### config.mk
export PLATFORM = sky130hd
export DESIGN_NAME = pwm_act_unit
export DESIGN_NICKNAME = d
export VERILOG_FILES = /design/src/rtl/pwm_act_pkg.sv /design/src/rtl/pwm_act_ctrl.sv /design/src/rtl/pwm_act_dp.sv /design/src/rtl/pwm_act_unit.sv
export SDC_FILE = /design/constraint.sdc
export NUM_CORES = 1
export LEC_CHECK = 0
export ABC_AREA = 1
export CORE_ASPECT_RATIO = 0.7
export CORE_UTILIZATION = 39
export CTS_CLUSTER_SIZE = 14
export DETAILED_ROUTE_END_ITERATION = 8
export PLACE_DENSITY = 0.92
export SETUP_SLACK_MARGIN = 0.02
export SLEW_MARGIN = 20
export SYNTH_ARGS = -nofsm -noshare
export SYNTH_HDL_FRONTEND = slang
export SYNTH_SLANG_ARGS = --single-unit
export TNS_END_PERCENT = 20
### constraint.sdc
create_clock -name clk -period 1.02 [get_ports clk]
set_input_delay 0.306 -clock clk [delete_from_list [all_inputs] [get_ports clk]]
set_output_delay 0.306 -clock clk [all_outputs]
set_load 0.01 [all_outputs]
### src/rtl/pwm_act_pkg.sv
package pwm_act_pkg;

  // conflict resolution encodings
  typedef enum logic [1:0] {
    RES_NONE = 2'd0,
    RES_SET  = 2'd1,
    RES_CLR  = 2'd2,
    RES_TOG  = 2'd3
  } resolve_e;

  // direction field value that swaps masks while counting down
  localparam logic [1:0] DIR_SWAP_DOWN = 2'd1;

  // strobes passed from control to datapath, one per output
  typedef struct packed {
    logic setStb;
    logic clrStb;
    logic togStb;
  } outStrobe_t;

endpackage

### src/rtl/pwm_act_ctrl.sv
module pwm_act_ctrl
  import pwm_act_pkg::*;
#(
  parameter int NUM_OUT = 4,
  parameter int NUM_EV  = 8
) (
  input  logic                      clk,
  input  logic                      rstN,
  input  logic [NUM_EV-1:0]         evFired,
  input  logic                      cntDown,
  input  logic [NUM_OUT*NUM_EV-1:0] setMask,
  input  logic [NUM_OUT*NUM_EV-1:0] clrMask,
  input  logic [2*NUM_OUT-1:0]      resolveCfg,
  input  logic [2*NUM_OUT-1:0]      dirCfg,
  output outStrobe_t [NUM_OUT-1:0]  strobes
);

  for (genvar k = 0; k < NUM_OUT; k++) begin : g_out
    logic [NUM_EV-1:0] rawSet, rawClr, effSet, effClr;
    logic              swapNow, wantSet, wantClr;
    resolve_e          resSel;

    assign rawSet  = setMask[k*NUM_EV +: NUM_EV];
    assign rawClr  = clrMask[k*NUM_EV +: NUM_EV];
    assign swapNow = (dirCfg[2*k +: 2] == DIR_SWAP_DOWN) && cntDown;
    assign effSet  = swapNow ? rawClr : rawSet;
    assign effClr  = swapNow ? rawSet : rawClr;
    assign wantSet = |(evFired & effSet);
    assign wantClr = |(evFired & effClr);
    assign resSel  = resolve_e'(resolveCfg[2*k +: 2]);

    always_comb begin
      strobes[k] = '0;
      unique case ({wantSet, wantClr})
        2'b10: strobes[k].setStb = 1'b1;
        2'b01: strobes[k].clrStb = 1'b1;
        2'b11: begin
          unique case (resSel)
            RES_SET: strobes[k].setStb = 1'b1;
            RES_CLR: strobes[k].clrStb = 1'b1;
            RES_TOG: strobes[k].togStb = 1'b1;
            default: strobes[k] = '0;
          endcase
        end
        default: strobes[k] = '0;
      endcase
    end


    strobe_onehot_chk: assert property (@(posedge clk) disable iff (!rstN)
      $onehot0({strobes[k].setStb, strobes[k].clrStb, strobes[k].togStb}));
  end

endmodule

### src/rtl/pwm_act_dp.sv
module pwm_act_dp
  import pwm_act_pkg::*;
#(
  parameter int NUM_OUT = 4
) (
  input  logic                     clk,
  input  logic                     rstN,
  input  outStrobe_t [NUM_OUT-1:0] strobes,
  input  logic                     hostWrEn,
  input  logic [NUM_OUT-1:0]       hostWrData,
  output logic [NUM_OUT-1:0]       outLevel
);

  logic [NUM_OUT-1:0] levelQ, levelD;

  for (genvar k = 0; k < NUM_OUT; k++) begin : g_next
    always_comb begin
      if (hostWrEn)                levelD[k] = hostWrData[k];
      else if (strobes[k].togStb)  levelD[k] = ~levelQ[k];
      else if (strobes[k].setStb)  levelD[k] = 1'b1;
      else if (strobes[k].clrStb)  levelD[k] = 1'b0;
      else                         levelD[k] = levelQ[k];
    end


    toggle_flip_chk: assert property (@(posedge clk) disable iff (!rstN)
      (!hostWrEn && strobes[k].togStb) |=> (outLevel[k] != $past(outLevel[k])));
  end

  always_ff @(posedge clk or negedge rstN) begin
    if (!rstN) levelQ <= '0;
    else       levelQ <= levelD;
  end

  assign outLevel = levelQ;


  host_load_chk: assert property (@(posedge clk) disable iff (!rstN)
    hostWrEn |=> (outLevel == $past(hostWrData)));

endmodule

### src/rtl/pwm_act_unit.sv
module pwm_act_unit
  import pwm_act_pkg::*;
#(
  parameter int NUM_OUT = 4,
  parameter int NUM_EV  = 8
) (
  input  logic                      clk,
  input  logic                      rstN,
  input  logic [NUM_EV-1:0]         evFired,
  input  logic                      cntDown,
  input  logic [NUM_OUT*NUM_EV-1:0] setMask,
  input  logic [NUM_OUT*NUM_EV-1:0] clrMask,
  input  logic [2*NUM_OUT-1:0]      resolveCfg,
  input  logic [2*NUM_OUT-1:0]      dirCfg,
  input  logic                      hostWrEn,
  input  logic [NUM_OUT-1:0]        hostWrData,
  output logic [NUM_OUT-1:0]        outLevel
);

  outStrobe_t [NUM_OUT-1:0] strobes;

  pwm_act_ctrl #(.NUM_OUT(NUM_OUT), .NUM_EV(NUM_EV)) i_ctrl (
    .clk        (clk),
    .rstN       (rstN),
    .evFired    (evFired),
    .cntDown    (cntDown),
    .setMask    (setMask),
    .clrMask    (clrMask),
    .resolveCfg (resolveCfg),
    .dirCfg     (dirCfg),
    .strobes    (strobes)
  );

  pwm_act_dp #(.NUM_OUT(NUM_OUT)) i_dp (
    .clk        (clk),
    .rstN       (rstN),
    .strobes    (strobes),
    .hostWrEn   (hostWrEn),
    .hostWrData (hostWrData),
    .outLevel   (outLevel)
  );


  idle_hold_chk: assert property (@(posedge clk) disable iff (!rstN)
    (!hostWrEn && (evFired == '0)) |=> $stable(outLevel));

  for (genvar k = 0; k < NUM_OUT; k++) begin : g_chk

    set_only_chk: assert property (@(posedge clk) disable iff (!rstN)
      (!hostWrEn && (dirCfg[2*k +: 2] != DIR_SWAP_DOWN)
        && (|(evFired & setMask[k*NUM_EV +: NUM_EV]))
        && !(|(evFired & clrMask[k*NUM_EV +: NUM_EV])))
      |=> outLevel[k]);
  end

endmodule

# Yosys cells after proc, flatten, opt, wreduce, memory -nomap -nowiden

Index checks and enable logic that the tools add are counted.
W data, S select, Z words.

Eq/ne operators: 28
Muxes and demuxes: 48
Bitwise gates (word level): 12
Reductions and logical operators: 16

Operators with widths:

| kind                 | number |
|---|---|
| $and A8 B8 Y8        | 8 |
| $mux W8              | 8 |
| $reduce_or A8 Y1     | 8 |
| $eq A2 B2 Y1 const B | 16 |
| $mux W1              | 32 |
| $eq A2 B1 Y1 const B | 12 |
| $pmux W1 S2          | 8 |
| $reduce_bool A4 Y1   | 4 |
| $logic_and A1 B1 Y1  | 4 |
| $not A1 Y1           | 4 |

Bits in registers: 4
Input bits: 96
Output and inout port bits: 4
Word-level logic and storage cells: 108

# Depth between registers and ports, before layout

Gate-level depths: netlist of run 1.

Depth in word-level cells: 11
Depth in mapped cells: 13
Gate-level depth less buffers: 11

# Cells and area by module

A second synthesis of run 1 with hierarchy kept.

Cells, all modules: 430
Area total of the unflattened synthesis: 1,999.4 µm²

By module, submodules not included:

| module       | times used | cells each | area each (µm²) | sequential area each (µm²) |
|---|---|---|---|---|
| pwm_act_ctrl | 1          | 393        | 1,747.9         | 0.0 |
| pwm_act_dp   | 1          | 37         | 251.5           | 100.1 |

# Worst setup path before layout of run 1

OpenSTA, ideal clock, no wires.

Path type: input to register
Start point: input cntDown
End point: register i_dp.levelQ[0] (netlist: i_dp.outLevel[0])
Setup time: 0.065 ns
Data arrival time: 1.215 ns
Data required time: 0.955 ns
Path slack: -0.260 ns
Cell stages on the path: 12
Path buffers: 2
Path through: buf_6 > nand2_2 > nor2_4 > buf_6 > nand2_1 > nand3_1 > nand2_1 > nor2_1 > nand2_1 > a21oi_1 > nand2_1 > nand2_1

Cells in the longest elaborated chain, start to end: 9
Elaborated cells on any way between the ends: 17
Those cells by class: 3 x eq/ne; 8 x mux; 2 x bitwise; 4 x reduce/logical

RTL lines:

| item                                | line                                   | source |
|---|---|---|
| start, declared                     | pwm_act_unit.sv:10                     | `input logic cntDown,` |
| $logic_and A1 B1 Y1 *               | pwm_act_ctrl.sv:25                     | `assign swapNow = (dirCfg[2*k +: 2] == DIR_SWAP_DOWN) && cntDown;` |
| $mux W8 (on tied branches)          | pwm_act_ctrl.sv:27, pwm_act_ctrl.sv:26 |  |
| $and A8 B8 Y8 (on tied branches)    | pwm_act_ctrl.sv:29, pwm_act_ctrl.sv:28 |  |
| $reduce_or A8 Y1 (on tied branches) | pwm_act_ctrl.sv:29, pwm_act_ctrl.sv:28 |  |
| $eq A2 B2 Y1                        | pwm_act_ctrl.sv:34                     | `unique case ({wantSet, wantClr})` |
| $pmux W1 S2                         | pwm_act_ctrl.sv:34                     |  |
| $mux W1                             | pwm_act_dp.sv:20                       | `else if (strobes[k].setStb) levelD[k] = 1'b1;` |
| $mux W1                             | pwm_act_dp.sv:19                       | `else if (strobes[k].togStb) levelD[k] = ~levelQ[k];` |
| $mux W1                             | pwm_act_dp.sv:18                       | `if (hostWrEn) levelD[k] = hostWrData[k];` |
| end signal, assigned                | pwm_act_dp.sv:32                       | `else levelQ <= levelD;` |
| end, declared                       | pwm_act_dp.sv:14                       | `logic [NUM_OUT-1:0] levelQ, levelD;` |

Mark *: on every way between the ends. The rest lies on a longest branch, timed or not.
A chain may end at the register's enable or synchronous reset.

# Worst setup path after layout of run 1

Start point: input clrMask[17]
End point: register i_dp.levelQ[2] (netlist: i_dp.outLevel[2])

Cells in the longest elaborated chain, start to end: 8
Elaborated cells on any way between the ends: 16
Those cells by class: 3 x eq/ne; 8 x mux; 2 x bitwise; 3 x reduce/logical

RTL lines:

| item                                | line                                   | source |
|---|---|---|
| start, declared                     | pwm_act_unit.sv:12                     | `input logic [NUM_OUT*NUM_EV-1:0] clrMask,` |
| $mux W8 (on tied branches)          | pwm_act_ctrl.sv:27, pwm_act_ctrl.sv:26 |  |
| $and A8 B8 Y8 (on tied branches)    | pwm_act_ctrl.sv:29, pwm_act_ctrl.sv:28 |  |
| $reduce_or A8 Y1 (on tied branches) | pwm_act_ctrl.sv:29, pwm_act_ctrl.sv:28 |  |
| $eq A2 B2 Y1                        | pwm_act_ctrl.sv:34                     |  |
| $pmux W1 S2                         | pwm_act_ctrl.sv:34                     |  |
| $mux W1                             | pwm_act_dp.sv:20                       |  |
| $mux W1                             | pwm_act_dp.sv:19                       |  |
| $mux W1                             | pwm_act_dp.sv:18                       |  |

Several ways; a longest one is shown, not always the timed one.

==> results of run 1 <==
worst register-to-register path, delay by kind of cell, from the launching register on:
family	cells	cell delay (ns)
AOI/OAI and AO/OA	2	0.25
buffers and inverters	1	0.15
DFF	1	0.38
and+or+nand+nor	2	0.19
layer usage:
metal  global-route usage  wire length (µm)
met1                0.376              2950
met2                0.594              3800
met3               0.0535               863
met4                0.195               480
met5                    0                 0
where the power goes:
group,internal [µW],switching (µW)
sequential,179,15.4
combinational,681,635
clock,251,78.4
total,1110,729
cell families (layout without fill, tap and decap cells):
kind of cell,count (synthesis),in the layout,synth area share
buffers and inverters,98,215,0.247
and+or+nand+nor,244,248,0.604
AOI/OAI and AO/OA,24,24,0.0918
DFF,4,4,0.0573
path summary, 6_finish.rpt:
| path | startpoint | slack (ns) | to |
|---|---|---|---|
| worst max-delay path | clrMask[17] | -0.51 | i_dp.outLevel[2] |
| worst min-delay path | rstN | 0.30 | i_dp.outLevel[2] |
| worst max register to register | i_dp.outLevel[1] | -0.07 | i_dp.outLevel[1] |
| worst min register to register | i_dp.outLevel[0] | 0.72 | i_dp.outLevel[0] |
| max in group asynchronous | rstN | 0.54 | i_dp.outLevel[1] |
| min in group clk | hostWrData[3] | 0.66 | i_dp.outLevel[3] |
cell usage after synthesis (all sizes together):
cell type,number,area (µm²)
nand2,164,628
inv,76,285
nand3,64,320
buf,16,124
nor2,16,105
o211ai,16,120
clkbuf,6,22.5
a21oi,4,20.0
dfrtp,4,100
o21ai,4,20.0
metrics by stage:
stage / instance area, µm² / worst slack, ns / hold WS, ns / util
floorplan: 1750 / -0.260 / 0.0104 / -
global placement: 2870 / -0.957 / 0.541 / 0.697
detailed placement: 2870 / -0.980 / 0.542 / 0.697
CTS: 3230 / -0.300 / 0.314 / 0.786
global route: 3280 / -0.574 / 0.322 / 0.797
finish: 3280 / -0.513 / 0.302 / 0.797
area by class of cell:
cell class	count	area, µm²	share of cell area
multi-input combinational	272	1400	0.426
inverter	76	285	0.0870
timing repair buffer	136	1390	0.424
tap	52	65.1	0.0198
clock buffer	3	41.3	0.0126
sequential	4	100	0.0305
timing repair:
| item | CTS | global route |
|---|---|---|
| resized for setup | 87 | 43 |
| endpoints found under the hold margin | 0 | 0 |
| gates cloned | 10 | 0 |
| setup endpoints to repair | 8 | 8 |
| pin swaps | 32 | 48 |
| setup buffers | 5 | 4 |
cells in the final DEF, fill, tap and decap left out, types with 3 or more instances in the layout:
cell	netlist	routed
nor2_4	4	8
o21ai_0	4	4
clkbuf_8	0	3
dlygate4sd2_1	0	4
buf_2	6	7
nor2_2	6	11
inv_1	76	67
o211ai_1	16	16
a21oi_1	4	3
dfrtp_1	4	4
nand2_2	5	11
buf_12	0	5
buf_6	5	18
nand3_2	0	13
buf_4	5	13
nand3_1	64	49
inv_2	0	9
clkdlybuf4s50_1	0	78
nand2_1	159	151
dlymetal6s2s_1	0	4
==> key figures, run 1 <==
Timing
  • Worst slew pin tran: between 0.3 and 0.4 ns
  • Worst Slack Setup Final: -0.513 ns
  • FMAX: 0.653 GHz
  • Final Hold Viols: 0
  • Relative slew margins: 0.774
  • Final setup fails: 8
  • Final setup skew: 0 ns
  • Fin crit share: 1.50
  • Unrepaired setup endpoints after global routing: true
  • Final-report max-slew violation count: 0
  • Crit path time final: 1.53 ns
  • Sum Neg Setup Slack: -1.74 ns

CTS
  • Worst-Skew Late Latency: around 0.21 ns
  • Clock Tree Buf Depth: 2
  • Hold Buf Count CTS: 0
  • CTS clk-pin slew, worst paths: 0.03 ns
  • Clock root buffer: clkbuf_8
  • CTS tree: yes
  • Clk sinks: 4
  • Num CTS Buffers: 3
  • # H-tree levels: 1

Setup path
  • CP max FO: 2
  • Worst setup SP type: primary input
  • Critical Path RT: ~1.2 ns
  • Top delay family on crit path: simple AND/OR/NAND/NOR gates
  • Slowest stage delay, CP: 0.44 ns
  • Kind of end point of the critical path: flip-flop
  • Levels on crit path: 10
  • Reg2reg path depth: 5
  • Worst-path cell chain: clkdlybuf4s50_1 > inv_1 > nand2_1 > nand3_1 > nand2_2 > nor2_2 > nand3_1 > nand2_1 > nand2_1 > nand2_1
  • Crit path buf inv count: 2
  • Data arrival time of the worst path: around 1.7 ns
  • CP Class: primary input to flip-flop
  • Critical-path top delay cell: clkdlybuf4s50_1
  • Crit path top cell by count: nand2_1

Power and ir drop
  • Total Power Consumption: 1840 µW
  • Cell Pwr Density: 561 mW/mm²
  • Leak: 0.00179 µW
  • Peak VDD IR: 0.411 mV

GRT
  • Global-route wire length before repair: about 12000 µm
  • All-Layer GR Usage: 0.334
  • Initial antenna violation count: 0
  • Largest net degree at the start of global routing: 11
  • Grt ovf: 0
  • Vias in the first global route: 2782

Synthesis
  • Syn Std Cell Area: 0.00175 mm²
  • Synthesized flop and latch total: 4
  • Cell count after synthesis: between 300 and 400
  • Yosys Warn Count: 0
  • Count of distinct cell types in the synthesized netlist: 15
  • Synth Area per Inst: 4.72 µm²
  • Post-synthesis sequential area ratio: 0.0573
  • Net count of the mapped netlist: ~470

Floorplan
  • Core box area: 0.00411 mm²
  • Initial Util: 0.424
  • I/O pin cnt: 100
  • FP Rows: 19
  • Die ar.: 0.00475 mm²
  • Die H: around 58 µm
  • Chip Width: 82.0 µm

Placement
  • Hpwl dp: 4910 µm
  • Placed cells: 524
  • Port bufs: 99
  • RD Place Congestion: 0.867

Cells and area
  • Fraction of layout cells with a size suffix above 1: 0.224
  • Diode count: 0
  • Fin cells: 543
  • Area Overhead vs Synth: 87.8%
  • Nets: 589
  • Filler cell count: between 200 and 300
  • Number of flip-flops under the largest register name: 4

Routing
  • Via/cell ratio: 5.45
  • Via count of the routed design: roughly 3k
  • Wire per inst: 14.9 µm
  • DRC errors left: 0
  • Drt first pass iters: 5
  • Post-route antenna net violation count: 0
  • Wirelength, routed: 8100 µm
  • Initial drt markers: around 190

Outcome
  • Failing checks: setup timing
  • Status: complete, but fails checks

Flow run
  • Max-cap viol count: 0

Hold path
  • HP Class: primary input to async pin
Power figures use the tool's default switching activity.
==> run 2: changes to the inputs <==
==> constraint.sdc (replaced) <==
create_clock -name clk -period 1.7 [get_ports clk]
set_input_delay 0.51 -clock clk [delete_from_list [all_inputs] [get_ports clk]]
set_output_delay 0.51 -clock clk [all_outputs]
set_load 0.01 [all_outputs]
==> run 2 against run 1 <==
The flow now finishes without violations. Sequential share of layout area rose by 0.33 points. Sequential power shrank 38%. Cell count shrank 2.9%. Core utilization is 7.9 points lower. Combinational power is 50% lower. Global-route usage is 6.2 points lower. Worst setup slack better by 0.56 ns. Die area unchanged. Largest power group unchanged.
==> key figures, run 2 (same netlist as run 1, synthesis figures left out) <==
Floorplan
  • Chip Width: 82.0 µm
  • I/O pin cnt: 100
  • FP Rows: 19
  • Die ar.: roughly 0.0048 mm²
  • Core box area: just over 0.004 mm²
  • Die H: 58.0 µm
  • Initial Util: 0.424

Setup path
  • Critical Path RT: between 1 and 1.5 ns
  • Slowest stage delay, CP: 0.55 ns
  • Top delay family on crit path: buffers and inverters
  • Reg2reg path depth: 4
  • Levels on crit path: 1
  • Worst setup SP type: flip-flop
  • Worst-path cell chain: clkdlybuf4s50_1
  • CP max FO: 4
  • Data arrival time of the worst path: 1.14 ns
  • Critical-path top delay cell: clkdlybuf4s50_1
  • Crit path buf inv count: 1
  • Kind of end point of the critical path: output pin
  • CP Class: flip-flop to output pin

Routing
  • Drt first pass iters: 4
  • Initial drt markers: 99
  • DRC errors left: 0
  • Wirelength, routed: 6200 µm
  • Wire per inst: between 10 and 15 µm
  • Via count of the routed design: 2614
  • Post-route antenna net violation count: 0
  • Via/cell ratio: 4.96

Timing
  • Final setup skew: 0 ns
  • Relative slew margins: 0.748
  • Final setup fails: 0
  • Hold Slack: 0.502 ns
  • Worst slew pin tran: 0.378 ns
  • Fin crit share: 0.969
  • Final Hold Viols: 0
  • Worst Slack Setup Final: ~0.052 ns
  • FMAX: 0.607 GHz
  • Unrepaired setup endpoints after global routing: true
  • Crit path time final: 1.65 ns
  • Final-report max-slew violation count: 0

GRT
  • Largest net degree at the start of global routing: 21
  • Global-route wire length before repair: around 10000 µm
  • Vias in the first global route: 2447
  • Grt ovf: 0
  • Initial antenna violation count: 0
  • All-Layer GR Usage: 0.272

Outcome
  • Status: complete, no violations

Cells and area
  • Area Overhead vs Synth: 69.2%
  • Diode count: 0
  • Nets: between 500 and 600
  • Most frequent cells in the layout: nand2_1 (159), clkdlybuf4s50_1 (86), inv_1 (75)
  • Commonest non-fill, non-tap cell in the layout: nand2_1
  • Number of flip-flops under the largest register name: 4
  • Filler cell count: 369
  • Fraction of layout cells with a size suffix above 1: 0.116
  • Final core occ: 0.718
  • Cell area after layout: 0.00295 mm²

Power and ir drop
  • Register share of total power: 0.124
  • Leak: 0.00163 µW
  • Internal power: a little over 600 µW
  • Peak VDD IR: 0.253 mV
  • Clock share of power: 0.199
  • Switching power: 360 µW
  • Switching Share: 0.370
  • Combinational Power Share: 0.677
  • Cell Pwr Density: between 300 and 400 mW/mm²
  • Total Power Consumption: 974 µW

CTS
  • Clk sinks: 4
  • Worst-Skew Late Latency: 0.21 ns
  • Clock root buffer: clkbuf_8
  • CTS tree: yes
  • Num CTS Buffers: 3
  • Clock Tree Buf Depth: 2
  • # H-tree levels: 1
  • CTS clk-pin slew, worst paths: 0.03 ns
  • Hold Buf Count CTS: 0

Placement
  • Hpwl dp: 4930 µm
  • Port bufs: between 90 and 100
  • Dpl ws: -0.495 ns
  • RD Place Congestion: 0.839
  • Placed Area: 0.00281 mm²

Hold path
  • HP Class: primary input to async pin

Flow run
  • Max-cap viol count: 0
run 2: cell types whose count changed in the layout (fill, tap and decap cells not counted), moves of 4 or more:
cell             change
nand2_2              -6
nand3_1             +11
nand3_2              -9
inv_2                -8
nand2_1              +8
inv_1                +8
buf_6               -10
clkdlybuf4s50_1      +8
buf_2                -7
buf_12               -4
run 2: routing by layer:
layer / wire (µm) / GRT usage / share of wire / up-vias
met2: 2960 / 0.463 / 0.48 / 130
met4: 72 / 0.108 / 0.012 / 0
met5: 0 / 0 / 0 / -
li1: - / - / - / 1342
met3: 557 / 0.0378 / 0.090 / 10
met1: 2600 / 0.345 / 0.42 / 1132
run 2: final timing paths:
path / slack, ns / to / start
min in group clk: 0.65 / i_dp.outLevel[0] / i_dp.outLevel[0]
hold reg to reg: 0.65 / i_dp.outLevel[0] / i_dp.outLevel[0]
max in group asynchronous: 1.03 / i_dp.outLevel[2] / rstN
setup / recovery: 0.05 / outLevel[3] / i_dp.outLevel[3]
hold / removal: 0.50 / i_dp.outLevel[1] / rstN
setup reg to reg: 0.65 / i_dp.outLevel[2] / i_dp.outLevel[2]
run 2: power groups by stage:
| stage | Clock [µW] | Sequential [µW] | Combinational, µW |
|---|---|---|---|
| CTS | 197 | 121 | 648 |
| global route | 201 | 123 | 728 |
| finish | 194 | 121 | 659 |
| detailed placement | 0 | 122 | 634 |
| floorplan | 0 | 123 | 304 |
| global placement | 0 | 121 | 617 |
run 2: what timing repair did:
item                                    CTS  global route
endpoints found under the setup margin    6             5
gates resized for setup                  24            16
pin swaps                                 9             9
cloned                                    3             0
endpoints found under the hold margin     0             0
setup buffers                             3             0
run 2: through the flow:
step / setup TNS (ns) / cells
floorplan: 0 / 370
global placement: -1.70 / 518
detailed placement: -1.90 / 518
CTS: -0.0569 / 527
global route: -0.0129 / 527
finish: 0 / 527
run 2: final cells by class:
type / count / area, µm² / area share
inverter: 76 / 285 / 0.0966
clock buffer: 3 / 41.3 / 0.0140
sequential: 4 / 100 / 0.0339
multi-input combinational: 271 / 1280 / 0.433
tap: 52 / 65.1 / 0.0220
timing repair buffer: 121 / 1180 / 0.401
run 2: worst register-to-register path, cell delays in order (launching register included):
cell and delay [ns]:
dfrtp_1 0.42, o21ai_0 0.30, a21oi_2 0.10, nand2_1 0.07, nand2_1 0.05
==> run 3: changes to the inputs <==
--- a/config.mk
+++ b/config.mk
@@ -7,10 +7,12 @@
 export LEC_CHECK = 0
 export ABC_AREA = 1
 export CORE_ASPECT_RATIO = 0.7
+export CORE_MARGIN = 2
 export CORE_UTILIZATION = 39
 export CTS_CLUSTER_SIZE = 14
 export DETAILED_ROUTE_END_ITERATION = 8
 export PLACE_DENSITY = 0.92
+export RECOVER_POWER = 25
 export SETUP_SLACK_MARGIN = 0.02
 export SLEW_MARGIN = 20
 export SYNTH_ARGS = -nofsm -noshare
==> run 3 against run 2 <==
Via count up 5.3%. Critical path type is now primary input to flip-flop. Count of clock-buffer cells in the layout unchanged. Largest power group unchanged. Critical path depth increased by 11. Sequential power about the same. Cell area increased by 5.8%. Routed wire length increased by 13%.
==> key figures, run 3 (same netlist as run 1, synthesis figures left out) <==
Setup path
  • Crit path top cell by count: nand2_1
  • Crit path launch: cntDown
  • Critical Path Sink: i_dp.outLevel[3]
  • Worst-path cell chain: buf_4 > buf_6 > nand3_4 > bufbuf_16 > nand2_1 > nand3_1 > nand2_1 > nor2_2 > nand2_1 > a21oi_2 > nand2_1 > nand2_1
  • Kind of end point of the critical path: flip-flop
  • FF-to-FF End: i_dp.outLevel[3]
  • Data arrival time of the worst path: approximately 1.8 ns
  • CP Class: primary input to flip-flop
  • Slowest stage delay, CP: 0.25 ns
  • Worst setup SP type: primary input
  • Reg-to-reg slack, setup: 0.72 ns
  • Worst R2R Start: i_dp.outLevel[3]
  • CP max FO: 5
  • Critical Path RT: 1.85 ns
  • Critical-path top delay cell: bufbuf_16
  • Reg2reg path depth: 4

CTS
  • Hold Buf Count CTS: 0
  • Worst-Skew Late Latency: between 0.2 and 0.25 ns
  • CTS clk-pin slew, worst paths: ~0.030 ns
  • Clock Tree Buf Depth: 2
  • CTS tree: yes
  • Clk sinks: 4
  • Clock root buffer: clkbuf_8
  • # H-tree levels: 1
  • Num CTS Buffers: 3

Timing
  • Worst slew pin tran: 0.382 ns
  • FMAX: 0.601 GHz
  • Fin crit share: 0.979
  • Sum Neg Setup Slack: 0 ns
  • Relative slew margins: 0.745
  • Crit path time final: ~1.7 ns
  • Final-report max-slew violation count: 0
  • Final setup fails: 0
  • Final Hold Viols: 0
  • Final setup skew: 0 ns
  • Worst Slack Setup Final: 0.0365 ns
  • Unrepaired setup endpoints after global routing: true

Routing
  • Post-route antenna net violation count: 0
  • Via/cell ratio: 5.11
  • Via count of the routed design: 2753
  • DRC errors left: 0
  • Initial drt markers: 98
  • Wire per inst: 12.9 µm
  • Wirelength, routed: 6970 µm
  • Drt first pass iters: 4

Cells and area
  • Number of flip-flops under the largest register name: 4
  • Fraction of layout cells with a size suffix above 1: 0.149
  • Area Overhead vs Synth: 79.1%
  • Filler cell count: 377
  • Final core occ: 0.722
  • Commonest non-fill, non-tap cell in the layout: nand2_1
  • Most frequent cells in the layout: nand2_1 (158), clkdlybuf4s50_1 (85), inv_1 (74)
  • Diode count: 0
  • Nets: approximately 580

Placement
  • Dpl ws: -0.538 ns
  • Port bufs: 99
  • RD Place Congestion: between 0.8 and 0.9
  • Hpwl dp: a little under 5000 µm

Floorplan
  • Initial Util: 0.403
  • Die H: 60.0 µm
  • FP Rows: 20
  • Chip Width: 84.0 µm
  • Core box area: approximately 0.0043 mm²
  • Die ar.: approximately 0.0050 mm²
  • I/O pin cnt: 100

Hold path
  • HP Class: primary input to async pin

GRT
  • Routing usage on met3: 0.0401
  • Vias in the first global route: between 2k and 3k
  • Initial antenna violation count: 0
  • Largest net degree at the start of global routing: 21
  • Grt ovf: 0
  • GRT busiest layer: met2
  • Global-route wire length before repair: around 11000 µm
  • Met1 Use GR: 0.300
  • Routing usage on met2: 0.522
  • All-Layer GR Usage: 0.273

Power and ir drop
  • Peak VDD IR: 0.175 mV
  • Leak: 0.00173 µW
  • Cell Pwr Density: 330 mW/mm²
  • Total Power Consumption: between 1000 and 1500 µW

Outcome
  • Status: complete, no violations

Flow run
  • Max-cap viol count: 0
==> run 3: area by class of cell <==
| type | instances | area [µm²] | area share |
|---|---|---|---|
| clock buffers | 3 | 41.3 | 0.0132 |
| multi-input cells | 271 | 1310 | 0.419 |
| repair buffers | 130 | 1320 | 0.423 |
| flip-flops and latches | 4 | 100 | 0.0320 |
| inverters | 76 | 285 | 0.0912 |
| well taps | 55 | 68.8 | 0.0220 |
==> run 3: timing repair <==
item,in CTS,in global routing
resized for setup,34,26
pin swaps,13,16
setup endpoints to repair,6,5
setup buffers,9,0
gates cloned,6,1
==> run 3: worst max-delay path: cells and delay by family <==
family | cells | cell delay, ns
simple gates | 8 | 0.67
buf+inv | 3 | 0.50
compound gates | 1 | 0.14
==> run 3: how the worst min path moves through the flow <==
| stage | startpoint | end | slack, ns | cells after the start |
|---|---|---|---|---|
| after floorplan | rstN | i_dp.outLevel[0] | 0.21 | 0 |
| after global placement | i_dp.outLevel[0] | i_dp.outLevel[0] | 0.64 | 4 |
| after detailed placement | i_dp.outLevel[0] | i_dp.outLevel[0] | 0.64 | 4 |
| after CTS | rstN | i_dp.outLevel[3] | 0.52 | 1 |
| after global routing | rstN | i_dp.outLevel[3] | 0.59 | 1 |
| final | rstN | i_dp.outLevel[3] | 0.58 | 1 |
==> run 3: power breakdown <==
group          internal (µW)  leakage [µW]  switching, µW
Sequential               107     0.0000475           12.7
Combinational            383       0.00166            326
Clock                    151     0.0000216           52.6
Total                    642       0.00173            391
==> run 3: through the flow <==
stage / cell area, µm² / instances / hold WS [ns]
2_1_floorplan: 1750 / 370 / 0.214
3_3_place_gp: 2820 / 520 / 0.639
3_5_place_dp: 2820 / 520 / 0.645
4_1_cts: 3090 / 538 / 0.518
5_1_grt: 3130 / 539 / 0.592
6_report: 3130 / 539 / 0.584
==> run 3: metal layers <==
layer | routed length, µm | part of all wire | up-vias
met5 | 0 | 0 | -
met4 | 285 | 0.041 | 0
met3 | 585 | 0.084 | 31
met2 | 3400 | 0.49 | 162
met1 | 2700 | 0.39 | 1201
li1 | - | - | 1359
